<file path="src/rtl/ea_pkg.sv">
package ea_pkg;
  typedef enum logic [2:0] {
    AM_POSTINC = 3'd0,
    AM_PREDEC  = 3'd1,
    AM_ABS8    = 3'd2,
    AM_ABS16   = 3'd3,
    AM_ABS24   = 3'd4,
    AM_ABS32   = 3'd5
  } am_e;

  typedef enum logic [1:0] {
    SZ_BYTE = 2'd0,
    SZ_WORD = 2'd1,
    SZ_LONG = 2'd2
  } sz_e;

  function automatic logic is_reg_mode(input logic [2:0] m);
    return (m == AM_POSTINC) || (m == AM_PREDEC);
  endfunction
endpackage

</file>
<file path="src/rtl/ea_regfile.sv">
module ea_regfile #(
  parameter int AW   = 32,
  parameter int NREG = 8,
  localparam int SW  = $clog2(NREG)
) (
  input  logic          clk,
  input  logic          rst,
  input  logic [SW-1:0] rd_sel,
  output logic [AW-1:0] rd_data,
  input  logic          upd_en,
  input  logic [SW-1:0] upd_sel,
  input  logic [AW-1:0] upd_data,
  input  logic          ld_en,
  input  logic [SW-1:0] ld_sel,
  input  logic [AW-1:0] ld_data
);
  logic [AW-1:0] regs [NREG];

  assign rd_data = regs[rd_sel];

  // auto-modify write-back has priority over a direct load to the same entry
  always_ff @(posedge clk) begin
    for (int i = 0; i < NREG; i++) begin
      if (rst)
        regs[i] <= '0;
      else if (upd_en && upd_sel == SW'(i))
        regs[i] <= upd_data;
      else if (ld_en && ld_sel == SW'(i))
        regs[i] <= ld_data;
    end
  end
endmodule

</file>
<file path="src/rtl/ea_autostep.sv">
module ea_autostep
  import ea_pkg::*;
#(
  parameter int AW = 32,
  parameter int NW = 16
) (
  input  logic [2:0]    mode,
  input  logic [1:0]    size,
  input  logic          adv,
  input  logic [AW-1:0] rval,
  output logic [AW-1:0] addr,
  output logic [AW-1:0] nval,
  output logic          misal
);
  localparam logic [AW-1:0] NMASK = {{(AW-NW){1'b0}}, {NW{1'b1}}};

  logic [AW-1:0] step, mask, inc, dec;

  always_comb begin
    unique case (size)
      SZ_BYTE: step = AW'(1);
      SZ_WORD: step = AW'(2);
      default: step = AW'(4);
    endcase
    mask = adv ? '1 : NMASK;
    inc  = (rval + step) & mask;
    dec  = (rval - step) & mask;
    if (mode == AM_PREDEC) begin
      addr = dec;
      nval = dec;
    end else begin
      addr = rval & mask;
      nval = inc;
    end
    misal = is_reg_mode(mode) && (size != SZ_BYTE) && rval[0];
  end
endmodule

</file>
<file path="src/rtl/ea_abs_ext.sv">
module ea_abs_ext
  import ea_pkg::*;
#(
  parameter int AW = 32,
  parameter int NW = 16
) (
  input  logic [2:0]    mode,
  input  logic          adv,
  input  logic [AW-1:0] field,
  output logic [AW-1:0] addr
);
  localparam logic [AW-1:0] NMASK = {{(AW-NW){1'b0}}, {NW{1'b1}}};

  logic [AW-1:0] mask;

  always_comb begin
    mask = adv ? '1 : NMASK;
    unique case (mode)
      AM_ABS8:
        addr = adv ? {{(AW-8){1'b1}}, field[7:0]}
                   : {{(AW-NW){1'b0}}, {(NW-8){1'b1}}, field[7:0]};
      AM_ABS16:
        addr = adv ? {{(AW-16){field[15]}}, field[15:0]}
                   : {{(AW-16){1'b0}}, field[15:0]} & mask;
      AM_ABS24:
        addr = {{(AW-24){1'b0}}, field[23:0]} & mask;
      default:
        addr = field & mask;
    endcase
  end
endmodule

</file>
<file path="src/rtl/opnd_ea_unit.sv">
module opnd_ea_unit
  import ea_pkg::*;
#(
  parameter int AW   = 32,
  parameter int NW   = 16,
  parameter int NREG = 8,
  localparam int SW  = $clog2(NREG)
) (
  input  logic          clk,
  input  logic          rst,
  input  logic          req_valid,
  input  logic [2:0]    req_mode,
  input  logic [1:0]    req_size,
  input  logic [SW-1:0] req_reg,
  input  logic [AW-1:0] abs_field,
  input  logic          adv_mode,
  input  logic          ld_en,
  input  logic [SW-1:0] ld_reg,
  input  logic [AW-1:0] ld_value,
  output logic          ea_valid,
  output logic [AW-1:0] ea,
  output logic          wb_en,
  output logic [SW-1:0] wb_reg,
  output logic [AW-1:0] wb_value,
  output logic          misalign
);
  logic [AW-1:0] rval, step_addr, step_nval, abs_addr, ea_c;
  logic          step_misal, reg_mode, mode_ok, upd_en;

  ea_regfile #(.AW(AW), .NREG(NREG)) u_rf (
    .clk      (clk),
    .rst      (rst),
    .rd_sel   (req_reg),
    .rd_data  (rval),
    .upd_en   (upd_en),
    .upd_sel  (req_reg),
    .upd_data (step_nval),
    .ld_en    (ld_en),
    .ld_sel   (ld_reg),
    .ld_data  (ld_value)
  );

  ea_autostep #(.AW(AW), .NW(NW)) u_step (
    .mode  (req_mode),
    .size  (req_size),
    .adv   (adv_mode),
    .rval  (rval),
    .addr  (step_addr),
    .nval  (step_nval),
    .misal (step_misal)
  );

  ea_abs_ext #(.AW(AW), .NW(NW)) u_abs (
    .mode  (req_mode),
    .adv   (adv_mode),
    .field (abs_field),
    .addr  (abs_addr)
  );

  assign reg_mode = is_reg_mode(req_mode);
  assign mode_ok  = req_mode <= AM_ABS32;
  assign upd_en   = req_valid && reg_mode;
  assign ea_c     = reg_mode ? step_addr : abs_addr;

  always_ff @(posedge clk) begin
    if (rst) begin
      ea_valid <= 1'b0;
      ea       <= '0;
      wb_en    <= 1'b0;
      wb_reg   <= '0;
      wb_value <= '0;
      misalign <= 1'b0;
    end else begin
      ea_valid <= req_valid && mode_ok;
      wb_en    <= upd_en;
      misalign <= req_valid && step_misal;
      if (req_valid && mode_ok) begin
        ea       <= ea_c;
        wb_reg   <= req_reg;
        wb_value <= reg_mode ? step_nval : '0;
      end
    end
  end
endmodule

</file>
<file path="config.mk">
export PLATFORM = sky130hd
export DESIGN_NAME = opnd_ea_unit
export DESIGN_NICKNAME = d
export VERILOG_FILES = /design/src/rtl/ea_pkg.sv /design/src/rtl/ea_regfile.sv /design/src/rtl/ea_autostep.sv /design/src/rtl/ea_abs_ext.sv /design/src/rtl/opnd_ea_unit.sv
export SDC_FILE = /design/constraint.sdc
export NUM_CORES = 1
export LEC_CHECK = 0
export BUFFER_PORTS_ARGS = -buffer_cell sky130_fd_sc_hd__buf_2
export CORE_ASPECT_RATIO = 0.7
export CORE_MARGIN = 5
export CORE_UTILIZATION = 27
export DETAILED_ROUTE_END_ITERATION = 8
export PLACE_DENSITY = 0.52
export REMOVE_ABC_BUFFERS = 1
export SYNTH_ARGS = -nofsm -noshare
export SYNTH_HDL_FRONTEND = slang
export SYNTH_SLANG_ARGS = --single-unit
</file>
<file path="constraint.sdc">
create_clock -name clk -period 7.6 [get_ports clk]
set_input_delay 1.52 -clock clk [delete_from_list [all_inputs] [get_ports clk]]
set_output_delay 1.52 -clock clk [all_outputs]
set_load 0.1 [all_outputs]
</file>
# Yosys cells after proc, flatten, opt, wreduce, memory -nomap -nowiden
# Memories as Yosys holds them, arrays and structs flattened.
# Index checks and enable logic that the tools add are counted.
# W data, S select, Z words.
dict set report word_totals {
  mem_bits_rw 256
  regBits 70
  in_bits 80
  word_cells 161
  output_inout_bits 70
  n_memories 1
}
# memory depth width read_ports rd_clocked_by_memory_dff wr line_no
set mem_list {}
lappend mem_list {u_rf.regs 8 32 1 0 8 ea_regfile.sv:17} ;# logic [AW-1:0] regs [NREG];
dict set report classes {
  n_mux 83
  bitwise 22
  n_lt_le_gt_ge 1
  n_reduce_logical 27
  eq_ne 19
  add_sub_neg 2
}
# cell count
set ops {}
lappend ops {{$mux W32} 23}
lappend ops {{$and A32 B32 Y32} 4}
lappend ops {{$pmux W32 S3} 1}
lappend ops {{$mux W1} 58}
lappend ops {{$add A32 B3 Y32} 1}
lappend ops {{$and A16 B32 Y32} 1}
lappend ops {{$and A24 B32 Y32} 1}
lappend ops {{$sub A32 B3 Y32} 1}
lappend ops {{$eq A3 B3 Y1 const B} 9}
lappend ops {{$logic_and A1 B1 Y1} 21}
lappend ops {{$eq A3 B2 Y1 const B} 6}
lappend ops {{$or A1 B1 Y1} 16}
lappend ops {{$eq A3 B1 Y1 const B} 3}
lappend ops {{$logic_not A3 Y1} 3}
lappend ops {{$pmux W3 S2} 1}
lappend ops {{$le A3 B3 Y1 const B} 1}
lappend ops {{$eq A2 B1 Y1 const B} 1}
lappend ops {{$logic_not A2 Y1} 1}
lappend ops {{$reduce_bool A2 Y1} 1}
lappend ops {{$logic_or A1 B1 Y1} 1}

# Logic depth before layout (Yosys ltp)
dict set report depth {
  word_depth 9
  mapped_depth 21
  mapped_depth_nobuf 14
}

# By module
# A second synthesis with hierarchy kept.
dict set report unflattened {
  cells_unflattened 1532
  area_unflattened_um2 18256.3
}
# mod cells_per_inst area_per_inst_um2 seq_area_each_um2 instances
set modules_own_cells {}
lappend modules_own_cells {ea_regfile 866 12958.7 7687.4 1}
lappend modules_own_cells {opnd_ea_unit 274 2770.2 1401.3 1}
lappend modules_own_cells {ea_autostep 326 2098.3 0.0 1}
lappend modules_own_cells {ea_abs_ext 66 429.2 0.0 1}

# Worst setup path before layout
# OpenSTA, ideal clock, no wires.
dict set report synth_timing {
  kind {in2reg}
  startpoint {input port req_reg[0]}
  endpoint {memory u_rf.regs[0][28], data pin}
  slack_ns 1.835
  arrival_ns 5.508
  path_buffers 7
  t_required_ns 7.344
  cell_stages 19
  cell_sequence {buf_6 buf_8 buf_2 buf_6 buf_1 mux4_2 nand2_1 and2_1 inv_1 ha_1 fa_1 a21oi_1 nor4_4 nor4b_2 and3_1 buf_2 buf_4 a221o_1 a22o_1}
}
# element line_no
set synth_rtl {}
lappend synth_rtl {{start, declared} opnd_ea_unit.sv:14} ;# input logic [SW-1:0] req_reg,
lappend synth_rtl {{end, declared} ea_regfile.sv:17}

==> results.txt <==
Prevailing post-synth register cell - edfxtp_1
Leakage dissipation - 0.007656 µW
Count of input and output buffers - 149
Residual antenna-violating net count after detailed routing - 0
CTS Root Buffer Type - clkbuf_16
Launching element type of the critical path - primary input
H-tree depth - 2
Syn avg cell area - 10.80 µm²
Hold-fix buffers at CTS - 0
DIE AREA - 73750 µm²
Outcome - finished, final reports clean
Largest net degree at the start of global routing - 55
Internal cell power - 3287 µW
Clock edge transition at the registers on the reported setup and hold paths - 60 ps
Overall routing resource usage - 21.71%
Number of synthesized flops with an enable pin - 256
Initial core utilization - 27.15%
Final critical-path share of the clock period - 82.26%
Resized cells post-CTS - 0
Mean routed wirelength per cell - 30.61 µm
Min Tclk post-route - 6252 ps
Area delta synth->final - 15.31%
Max-slew violations - 0
Worst path required time - 7860 ps
Number of flip-flops in the largest register - 256
Endpoint type of the worst setup path - register
Top flop regs - u_rf.regs (256), ea (32), wb_value (32)
Height of the die - 228.7 µm
Total number of placement rows - 80
Final weighted congestion in routability-driven placement - 0.9629
Combined area of all synthesized cells - 18450 µm²
Count of maximum capacitance violations - 0
Clock tree from TritonCTS - done
Register containing the most flip-flops in the final layout - u_rf.regs
Num ports - 150
Top cells by area in the synthesized netlist - edfxtp_1 42%, a22o_1 8.2%, dfxtp_1 7.6%
Max Clock Freq - 159.9 MHz
Die extent in x - 322.4 µm
Yosys synthesis warning count - 0
Crit path DAT - 6510 ps
Final setup violation count - 0
Share of async-settable or async-resettable flops after synthesis - 0%
Core utilization of the finished layout - 31.30%
Portion of total power attributed to combinational logic - 19.3%
Most frequently used cell type in the post-synthesis netlist - edfxtp_1
Top cell type's share of synthesized area - 41.67%
Critical-path maximum fanout - 20
Gate count after technology mapping - 1708
DRC - 0
R2R setup slack - 3350 ps
Share of synthesized area occupied by flip-flops and latches - 49.26%
Actual transition at the worst max-transition pin - 1234 ps
Clk buf depth - 3
Power share of the sequential group - 43.2%
Number of different library cells in the post-synthesis netlist - 101
Switch share - 31.27%
Class of the worst hold path - register to register
Number of vias per cell after detailed routing - 5.973
IR Drop Worst-Case VDD - 0.1337 mV
Ratio of cells with drive above 1 in the final layout - 20.86%
TritonRoute pass-1 iters - 8
CTS sink cnt - 326
Setup CP Type - primary input to register
Leading cell types by count after synthesis - 256 x edfxtp_1, 217 x nand2_1, 172 x a22o_1
Biggest area consumer among synthesized cells - edfxtp_1
Power per cell area - 224.8 nW/µm²
CORE AREA - 67970 µm²
Post-detailed-routing wire length - 83440 µm
Global-route wire length before repair - 116700 µm
Worst max-slew margin expressed relative to the limit - 17.74%
Post-CTS setup buffers - 0
GRT overflow - 0
Antenna violations before repair - 2
DRT iter0 DRCs - 2381
RSZ-0062 raised after global routing - no
Via count of the first global-routing pass - 15450
Via count of the routed design - 16280
Summed negative setup slack over all endpoints - 0 ps
Fin Clk Skew - 20.31 ps
Detail Placement HPWL - 57380 µm
Clock power share - 37.5%
Insertion delay to the later sink of the worst-skew pair - 560 ps
Net switching power of the design - 1495 µW
Number of flip-flops and latches in the synthesized netlist - 326
Final layout net count - 1882
Number of buffers added by the clock tree synthesis step - 37
Final hold violations - 0
-- metrics by stage --
step / cells / area [µm²] / hold WS [ps] / setup WS (ps) / power, µW
2_1_floorplan: 1540 / 17600 / 848.3 / 2520 / 2636
3_3_place_gp: 2657 / 20110 / 439.3 / 921.2 / 2995
4_1_cts: 2724 / 21270 / 450.4 / 1443 / 4786
5_1_grt: 2725 / 21270 / 475.3 / 1197 / 4926
3_5_place_dp: 2657 / 20110 / 434.9 / 880.7 / 3002
6_report: 2726 / 21270 / 447.0 / 1348 / 4782
-- power groups by stage --
stage               Combinational, µW  Clock, µW  Sequential (µW)
global route                      961       1890             2070
global placement                  894          0             2100
finish                            922       1790             2070
floorplan                         409          0             2230
detailed placement                899          0             2100
CTS                               903       1820             2070
-- worst max-delay path, stage by stage --
cell,delay [ps]
buf_2,640
buf_4,440
nor3b_2,730
a222oi_1,250
o21a_1,350
a211oi_2,530
nor4b_4,420
and4_1,640
nand3_1,210
xnor2_2,490
o221ai_1,230
-- layout make-up --
class | count | area (µm²)
fill | 6930 | 46690
sequential | 326 | 9089
multi-input combinational | 1196 | 8572
timing repair buffer | 215 | 1256
tap | 902 | 1129
clock buffer | 53 | 1027
clock inverter | 14 | 128.9
inverter | 18 | 67.56
antenna | 2 | 5.005
-- placed cells by master (no fill, tap or decap), types with 27 or more instances in the layout --
master and count:
dfxtp_1 70, mux2i_1 33, nand2_1 217, clkbuf_16 38, nor2_1 105, a221o_1 31
buf_2 148, o21ai_0 84, o22ai_1 37, a21oi_1 56, xnor2_1 33, a22o_1 172
edfxtp_1 256, o221ai_1 30, mux2_2 34, nor3_1 27, buf_4 66
-- final timing paths --
| kind | startpoint | end | cells after the start |
|---|---|---|---|
| max | req_reg[0] | u_rf.regs[0][31] | 11 |
| min | ea[10] | ea[10] | 2 |
| max reg2reg | u_rf.regs[3][1] | u_rf.regs[0][31] | 10 |
| min reg2reg | ea[10] | ea[10] | 2 |
-- logic make-up after synthesis --
group | Yosys count | synth area share [%]
and+or+nand+nor | 492 | 12.83
buffers and inverters | 186 | 4.991
AOI/OAI and AO/OA | 550 | 22.94
muxes | 89 | 6.246
xor gates and xnor gates | 57 | 3.113
adders and majority gates | 8 | 0.6239
DFF | 326 | 49.26
-- per-layer routing --
metal  vias up  GRT usage, %  share of wire (%)
met1      8262         32.35                 45
met5         -             0                  0
met4         0         4.986                2.3
met3       136         6.940                 12
li1       6786             -                  -
met2      1099         30.49                 41
No activity file was read; power rests on OpenSTA's default activity.
